<file path="src/rtl/serial_char_receiver.sv">
`timescale 1ns/1ps
module serial_char_receiver #(
  parameter int OVERSAMPLE = 16
) (
  input  logic       clk,
  input  logic       rst_n,
  input  logic       rx_line,
  input  logic [1:0] wlen_sel,
  input  logic       extra_stop,
  input  logic       par_enable,
  input  logic       par_even,
  input  logic       par_stick,
  input  logic       buf_read,
  input  logic       status_read,
  output logic [7:0] rx_data,
  output logic       data_ready,
  output logic       overrun_err,
  output logic       parity_err,
  output logic       framing_err,
  output logic       break_det,
  output logic       rx_irq
);
  localparam int CW = $clog2(OVERSAMPLE);
  localparam logic [CW-1:0] LAST    = CW'(OVERSAMPLE - 1);
  localparam logic [CW-1:0] HALF_M1 = CW'(OVERSAMPLE / 2 - 1);
  localparam logic [CW-1:0] TQ_M1   = CW'((OVERSAMPLE * 3) / 4 - 1);

  typedef enum logic [2:0] {S_IDLE, S_START, S_DATA, S_PAR, S_STOP, S_STOP2, S_HOLD} st_t;

  logic [1:0]    sync_q;
  st_t           st;
  logic [CW-1:0] cnt;
  logic [2:0]    bit_idx;
  logic [7:0]    shreg;
  logic          par_bit, stop1_q;
  logic [1:0]    wl_q;
  logic          xs_q, pe_q, ev_q, sk_q;

  wire rx_s     = sync_q[1];
  wire at_last  = (cnt == LAST);
  wire [CW-1:0] stop2_last = (wl_q == 2'b00) ? TQ_M1 : LAST;

  wire finish   = (st == S_STOP && at_last && !xs_q) ||
                  (st == S_STOP2 && cnt == stop2_last);
  wire all_stop_low = !rx_s && (st == S_STOP || !stop1_q);
  wire exp_par  = par_stick_sel(sk_q, ev_q, shreg);
  wire fe_now   = !rx_s || (st == S_STOP2 && !stop1_q);
  wire pe_now   = pe_q && (par_bit != exp_par);
  wire bi_now   = all_stop_low && (shreg == 8'h00) && (!pe_q || !par_bit);

  function automatic logic par_stick_sel(input logic sk, input logic ev, input logic [7:0] d);
    if (sk) return !ev;
    return ev ? ^d : ~^d;
  endfunction

  always_ff @(posedge clk or negedge rst_n)
    if (!rst_n) sync_q <= 2'b11;
    else        sync_q <= {sync_q[0], rx_line};

  always_ff @(posedge clk or negedge rst_n) begin
    if (!rst_n) begin
      st <= S_IDLE; cnt <= '0; bit_idx <= '0; shreg <= '0;
      par_bit <= 1'b0; stop1_q <= 1'b1;
      wl_q <= 2'b11; xs_q <= 1'b0; pe_q <= 1'b0; ev_q <= 1'b0; sk_q <= 1'b0;
    end else begin
      case (st)
        S_IDLE:
          if (!rx_s) begin st <= S_START; cnt <= '0; end
        S_START:
          if (cnt == HALF_M1) begin
            cnt <= '0;
            if (!rx_s) begin
              st <= S_DATA; bit_idx <= '0; shreg <= '0;
              wl_q <= wlen_sel; xs_q <= extra_stop; pe_q <= par_enable;
              ev_q <= par_even; sk_q <= par_stick;
            end else st <= S_IDLE;
          end else cnt <= cnt + 1'b1;
        S_DATA:
          if (at_last) begin
            cnt <= '0;
            shreg[bit_idx] <= rx_s;
            if (bit_idx == {1'b1, wl_q}) st <= pe_q ? S_PAR : S_STOP;
            else bit_idx <= bit_idx + 1'b1;
          end else cnt <= cnt + 1'b1;
        S_PAR:
          if (at_last) begin
            cnt <= '0; par_bit <= rx_s; st <= S_STOP;
          end else cnt <= cnt + 1'b1;
        S_STOP:
          if (at_last) begin
            cnt <= '0;
            if (xs_q) begin stop1_q <= rx_s; st <= S_STOP2; end
            else st <= rx_s ? S_IDLE : S_HOLD;
          end else cnt <= cnt + 1'b1;
        S_STOP2:
          if (cnt == stop2_last) begin
            cnt <= '0; st <= rx_s ? S_IDLE : S_HOLD;
          end else cnt <= cnt + 1'b1;
        S_HOLD:
          if (rx_s) st <= S_IDLE;
        default: st <= S_IDLE;
      endcase
    end
  end

  always_ff @(posedge clk or negedge rst_n) begin
    if (!rst_n) begin
      rx_data <= '0; data_ready <= 1'b0; overrun_err <= 1'b0;
      parity_err <= 1'b0; framing_err <= 1'b0; break_det <= 1'b0; rx_irq <= 1'b0;
    end else begin
      rx_irq <= finish;
      if (finish) rx_data <= shreg;

      if (finish)        data_ready <= 1'b1;
      else if (buf_read) data_ready <= 1'b0;

      if (finish && data_ready && !buf_read) overrun_err <= 1'b1;
      else if (status_read)                  overrun_err <= 1'b0;

      if (finish && pe_now)  parity_err <= 1'b1;
      else if (status_read)  parity_err <= 1'b0;

      if (finish && fe_now)  framing_err <= 1'b1;
      else if (status_read)  framing_err <= 1'b0;

      if (finish && bi_now)  break_det <= 1'b1;
      else if (status_read)  break_det <= 1'b0;
    end
  end


  ready_clear_chk: assert property (@(posedge clk) disable iff (!rst_n)
    buf_read && !finish |=> !data_ready);


  overrun_src_chk: assert property (@(posedge clk) disable iff (!rst_n)
    $rose(overrun_err) |-> $past(data_ready));


  break_frame_chk: assert property (@(posedge clk) disable iff (!rst_n)
    break_det |-> framing_err);


  irq_ready_chk: assert property (@(posedge clk) disable iff (!rst_n)
    rx_irq |-> data_ready);


  stat_clear_chk: assert property (@(posedge clk) disable iff (!rst_n)
    status_read && !finish |=> !(overrun_err || parity_err || framing_err || break_det));


  upper_zero_chk: assert property (@(posedge clk) disable iff (!rst_n)
    finish && wl_q == 2'b00 |=> rx_data[7:5] == 3'b000);
endmodule

</file>
<file path="config.mk">
export PLATFORM = sky130hd
export DESIGN_NAME = serial_char_receiver
export DESIGN_NICKNAME = d
export VERILOG_FILES = /design/src/rtl/serial_char_receiver.sv
export SDC_FILE = /design/constraint.sdc
export NUM_CORES = 1
export LEC_CHECK = 0
export ABC_CLOCK_PERIOD_IN_PS = 5100
export CAP_MARGIN = 20
export CORE_MARGIN = 2
export CORE_UTILIZATION = 60
export DETAILED_ROUTE_END_ITERATION = 8
export DONT_BUFFER_PORTS = 1
export MAX_ROUTING_LAYER = met4
export PLACE_DENSITY = 0.74
export SKIP_CTS_REPAIR_TIMING = 1
export SLEW_MARGIN = 20
export SYNTH_ARGS = -nofsm -noshare
export SYNTH_HDL_FRONTEND = slang
export SYNTH_SLANG_ARGS = --single-unit
</file>
<file path="constraint.sdc">
create_clock -name clk -period 5.1 [get_ports clk]
set_input_delay 0.51 -clock clk [delete_from_list [all_inputs] [get_ports clk]]
set_output_delay 0.51 -clock clk [all_outputs]
set_load 0.01 [all_outputs]
</file>
# Word level (Yosys, flattened, before mapping)
# Index checks and enable logic that the tools add are counted.
[totals]
input_bits = 11
word_cells = 132
output_inout_bits = 14
reg_bits = 42
[classes]
n_eq_ne = 21
n_addsub = 2
muxes = 42
order_cmp = 2
n_reduce_logical = 45
bitwise_logic = 1
[ops]
columns = ["operator", "n"]
rows = [
  ["$mux W3", 16],
  ["$mux W8", 3],
  ["$pmux W3 S7", 1],
  ["$ne A2 B2 Y1 const B", 10],
  ["$mux W4", 4],
  ["$pmux W4 S4", 1],
  ["$pmux W8 S2", 1],
  ["$logic_and A1 B1 Y1", 14],
  ["$mux W1", 12],
  ["$reduce_bool A2 Y1", 6],
  ["$eq A3 B3 Y1 const B", 3],
  ["$bwmux W8", 1],
  ["$logic_not A8 Y1", 1],
  ["$reduce_and A8 Y1", 1],
  ["$reduce_xnor A8 Y1", 1],
  ["$reduce_xor A8 Y1", 1],
  ["$logic_not A1 Y1", 7],
  ["$eq A3 B2 Y1 const B", 2],
  ["$pmux W3 S2", 1],
  ["$reduce_and A3 Y1", 2],
  ["$reduce_and A5 Y1", 1],
  ["$add A4 B1 Y4 const B", 1],
  ["$eq A4 B3 Y1 const B", 1],
  ["$eq A4 B4 Y1", 1],
  ["17 further kinds", 21],
]

# Longest topological paths before layout
[logic_depth]
depth_word = 8
mapped_depth = 7
ltp_nobuf = 7

# Worst setup path after synthesis
# OpenSTA, ideal clock, no wires.
[synth_path]
path_kind = "reg2reg"
from = "register cnt[2]"
to = "register rx_data[4]"
setup_slack_ns = 3.090
path_buffers = 2
arrival_ns = 1.882
setup_ns = 0.127
required_time_ns = 4.973
synth_period_minus_slack_ns = 2.010
stages_incl_launch_ff = 8
cell_sequence = "dfrtp_1 -> buf_6 -> or3_4 -> a21oi_4 -> nand2_1 -> a21oi_2 -> buf_4 -> mux2_1"
[synth_via]
elab_chain_cells = 4
elab_cells_between_ends = 6
classes_between = "2 x eq/ne; 4 x reduce/logical"
[synth_rtl]
columns = ["element", "line_no", "rtl"]
rows = [
  ["start, declared", "32", "logic [CW-1:0] cnt;"],
  ["start signal, assigned", "77", "end else cnt <= cnt + 1'b1;"],
  ["start signal, assigned", "84", "end else cnt <= cnt + 1'b1;"],
  ["start signal, assigned", "88", "end else cnt <= cnt + 1'b1;"],
  ["$eq A4 B4 Y1", "40", "wire at_last = (cnt == LAST);"],
  ["$logic_and A1 B1 Y1 (2 in a row)", "43", "wire finish = (st == S_STOP && at_last && !xs_q) ||"],
  ["$logic_or A1 B1 Y1 *", "43", ""],
  ["net finish", "43", ""],
  ["end signal, assigned", "112", "if (finish) rx_data <= shreg;"],
  ["end, declared", "15", "output logic [7:0] rx_data,"],
]
# Mark *: on every way through the listed nets, which the timed path passes. The rest lies on a longest branch.
# A chain may end at the register's enable or synchronous reset.

# Worst setup path in the final report
[layout_path]
from = "register cnt[2]"
to = "register rx_data[2]"
[layout_via]
elab_chain_cells = 4
elab_cells_between_ends = 6
classes_between = "2 x eq/ne; 4 x reduce/logical"
[layout_rtl]
columns = ["element", "line_no"]
rows = [
  ["$eq A4 B4 Y1", "40"],
  ["$logic_and A1 B1 Y1 (2 in a row)", "43"],
  ["$logic_or A1 B1 Y1 *", "43"],
]
# Mark *: on every way between the ends. The rest lies on a longest branch, timed or not.

==> reports/summary.md <==
## Layout
• 265 — final non-filler cell total
• 64.9% — final core utilization
• 288 — fill cell instance count of the final layout
• 0 — antenna diode count
• 15.2% — share of post-route cells with drive strength above 1
• 5.53% — Syn-to-layout area delta
• 0.00234 sq mm — design area
• 233 — Net count, final

## Worst setup path
• compound AO/OA/AOI/OAI gates — top cell family by delay on the critical path
• 0.59 ns — crit-path max cell delay
• 5.27 ns — data required time of the worst path
• flop — type of element launching the critical path
• cnt[2]$_DFFE_PN0P_ — origin of the critical flop-to-flop path
• 5 — cell count of the worst reg-to-reg path
• or3_4, a21oi_4, nand2_1, a21oi_2, mux2_2 — cell chain of the critical path
• rx_data[2]$_DFFE_PN0P_ — destination of the worst register-to-register timing path
• 2.78 ns — setup slack of the worst register-to-register path
• 14 — Worst Path Max Fanout
• sky130_fd_sc_hd__a21oi_2 — cell with the largest stage delay on the worst path
• 0 — buffers plus inverters on the worst setup path
• flop to flop — CP Class
• 2.49 ns — data arrival time of the worst path
• flop — kind of capture point of the worst setup path

## STA
• 0 — Final Hold Viols
• 0 — Final setup violation count
• 0 ns — Setup TNS Final
• 0.00578 ns — setup skew after layout
• 45.4% — final critical-path share of the clock period
• 0 — Pins Over Slew Limit
• 432 MHz — Achievable Freq
• 2.32 ns — final worst path period need
• 0.694 ns — pin slew with the least headroom to its limit
• no — RSZ-0062 raised after global routing
• 53.7% — slew margin rel.

## Global route
• 1,573 — vias in the first global route
• 23.5% — Global Route Usage Sum
• 0 — overall overflow remaining after global route
• 0 — number of antenna violations at the first check in global routing
• 7330 um — global-route wire length before repair
• 43 — pin count of the biggest net entering global routing

## CTS
• sky130_fd_sc_hd__clkbuf_8 — Clock Root Buffer
• 42 — count of clock tree sinks
• 2 — htree depth
• 0.29 ns — clock latency on the worst-skew pair
• 2 — maximum buffer depth of the clock tree
• done — clock tree from TritonCTS
• 0.07 ns — clk slew on worst S/H paths
• 5 — cts bufs inserted

## Place
• 3120 um — sum of net half-perimeters after detailed placement
• 0 — input/output buffers
• 256 — Cells after DPL
• 0.903 — final weighted congestion of routability-driven global placement
• 0.00223 sq mm — post-detailed-placement cell area

## Synth
• sky130_fd_sc_hd__dfrtp_1 — library cell with the highest instance count after synthesis
• 10.2 sq um — mean instance size in the synthesized netlist
• 218 — synthesized netlist cell count
• 235 — syn nets
• sky130_fd_sc_hd__dfrtp_1 42%, sky130_fd_sc_hd__mux2_2 6.1%, sky130_fd_sc_hd__dfstp_2 5.9% — cell types occupying the most area after synthesis
• 41.8% — top-area cell type share of the netlist area
• 0 — number of flops mapped to enable cells by yosys
• 42 — number of flip-flops and latches in the synthesized netlist
• 45 — count of different cell masters after synthesis
• sky130_fd_sc_hd__dfrtp_1 — Top FF cell, synth
• 47.7% — portion of the post-synthesis area used by sequential elements
• sky130_fd_sc_hd__dfrtp_1 — Synth area leader
• 100% — proportion of register bits with asynchronous set or reset after synthesis
• 0 — Yosys warning total
• 37 x sky130_fd_sc_hd__dfrtp_1, 20 x sky130_fd_sc_hd__o21ai_0, 16 x sky130_fd_sc_hd__inv_1, 16 x sky130_fd_sc_hd__nand2_1, 14 x sky130_fd_sc_hd__nor2_1 — leading cell types by count after synthesis
• 0.00222 sq mm — mapped cell area

## Routing
• 149 — initial drt markers
• 1,623 — Vias
• 0 — Final ANT Viol Nets
• 4410 um — wire length after detailed routing
• 16.6 um — routed wire length per instance
• 0 — DRC errors left
• 6.12 — average vias per placed instance
• 5 — number of optimization iterations in the first detailed-route pass

## Floorplanning
• 0.00420 sq mm — Die Outline Area
• 61.5% — starting density of the core
• 22 — number of core rows
• 64.8 um — floorplan die width
• 64.8 um — die height
• 0.00361 sq mm — core box area
• 25 — top-level I/O count

## Power
• 1.03 nW — total leakage power
• 399 mW/mm^2 — PwrDens
• 0.000189 V — maximum VDD drop

## Outcome
• finished clean — status

## Job
• 0 — max-cap check violation count

## Min path
• input port to asynchronous set/reset pin — Min-Delay Path Class

cell type report:
| class | count | area [sq um] | share of cell area, % |
|---|---|---|---|
| sequential | 42 | 1060 | 45.2 |
| timing repair buffer | 1 | 20.0 | 0.856 |
| multi-input combinational | 150 | 1050 | 44.9 |
| inverter | 16 | 60.1 | 2.57 |
| tap | 48 | 60.1 | 2.57 |
| clock inverter | 1 | 5.00 | 0.214 |
| clock buffer | 7 | 86.3 | 3.69 |
registers in the layout (all words and copies together), names as in the netlist:
register / count
sync_q: 2
par_bit: 1
bit_idx: 3
shreg: 8
xs_q: 1
wl_q: 2
st: 3
framing_err: 1
sk_q: 1
overrun_err: 1
parity_err: 1
data_ready: 1
rx_data: 8
break_det: 1
rx_irq: 1
cnt: 4
stop1_q: 1
ev_q: 1
pe_q: 1
cells by family (layout without fill, tap and decap cells):
kind of cell / count (synthesis) / after routing / synth area share (%)
AOI/OAI and AO/OA: 60 / 60 / 18.1
muxes: 18 / 18 / 9.48
buffers and inverters: 26 / 25 / 4.91
adders and majority gates: 6 / 6 / 3.39
DFF: 42 / 42 / 47.7
and+or+nand+nor: 59 / 59 / 13.7
xor gates and xnor gates: 7 / 7 / 2.77
layer usage:
metal | routed length [um] | global-route usage, % | share of wire (%)
met2 | 2120 | 36.3 | 48
met3 | 311 | 7.12 | 7.1
met4 | 39 | 6.91 | 0.88
met5 | 0 | - | 0
met1 | 1940 | 30.0 | 44
worst max-delay path by stage:
stage                                  start                      to  slack, ns  cells after the start
after floorplan           cnt[2]$_DFFE_PN0P_  rx_data[4]$_DFFE_PN0P_       3.09                      7
after global placement    cnt[2]$_DFFE_PN0P_  rx_data[3]$_DFFE_PN0P_       2.86                      5
after detailed placement  cnt[2]$_DFFE_PN0P_  rx_data[2]$_DFFE_PN0P_       2.76                      5
after CTS                 cnt[2]$_DFFE_PN0P_  rx_data[2]$_DFFE_PN0P_       2.77                      5
after global routing      cnt[2]$_DFFE_PN0P_  rx_data[0]$_DFFE_PN0P_       2.64                      5
final                     cnt[2]$_DFFE_PN0P_  rx_data[2]$_DFFE_PN0P_       2.78                      5
layout by cell type (no fill, tap or decap), drive strengths merged, types with 3 or more instances in the layout:
cell type,n
nand2,16
a31oi,4
a22o,4
xnor2,6
clkbuf,7
nor2b,3
ha,6
mux2,18
dfrtp,37
nor3,3
a32o,4
a21oi,10
inv,16
dfstp,5
nand2b,4
nor2,14
nand3,7
o21ai,26
stage by stage:
| stage | total power, mW | setup WS (ns) | hold WS, ns |
|---|---|---|---|
| 2_1_floorplan | 0.665 | 3.09 | 0.214 |
| 3_3_place_gp | 0.694 | 2.86 | 0.215 |
| 3_5_place_dp | 0.715 | 2.76 | 0.216 |
| 4_1_cts | 0.928 | 2.77 | -0.0943 |
| 5_1_grt | 0.996 | 2.64 | 0.0358 |
| 6_report | 0.933 | 2.78 | 0.0540 |
report_power, final:
part           internal (mW)  switching (mW)  total [mW]
clock network          0.109           0.104       0.213
logic                  0.127           0.136       0.262
registers              0.379          0.0784       0.457
total                  0.615           0.318       0.933
worst register-to-register path, stage by stage, from the launching register on:
cell                      delay [ns]
sky130_fd_sc_hd__dfrtp_1        0.47
sky130_fd_sc_hd__or3_4          0.43
sky130_fd_sc_hd__a21oi_4        0.19
sky130_fd_sc_hd__nand2_1        0.10
sky130_fd_sc_hd__a21oi_2        0.60
sky130_fd_sc_hd__mux2_2         0.41
Power figures use the tool's default switching activity.
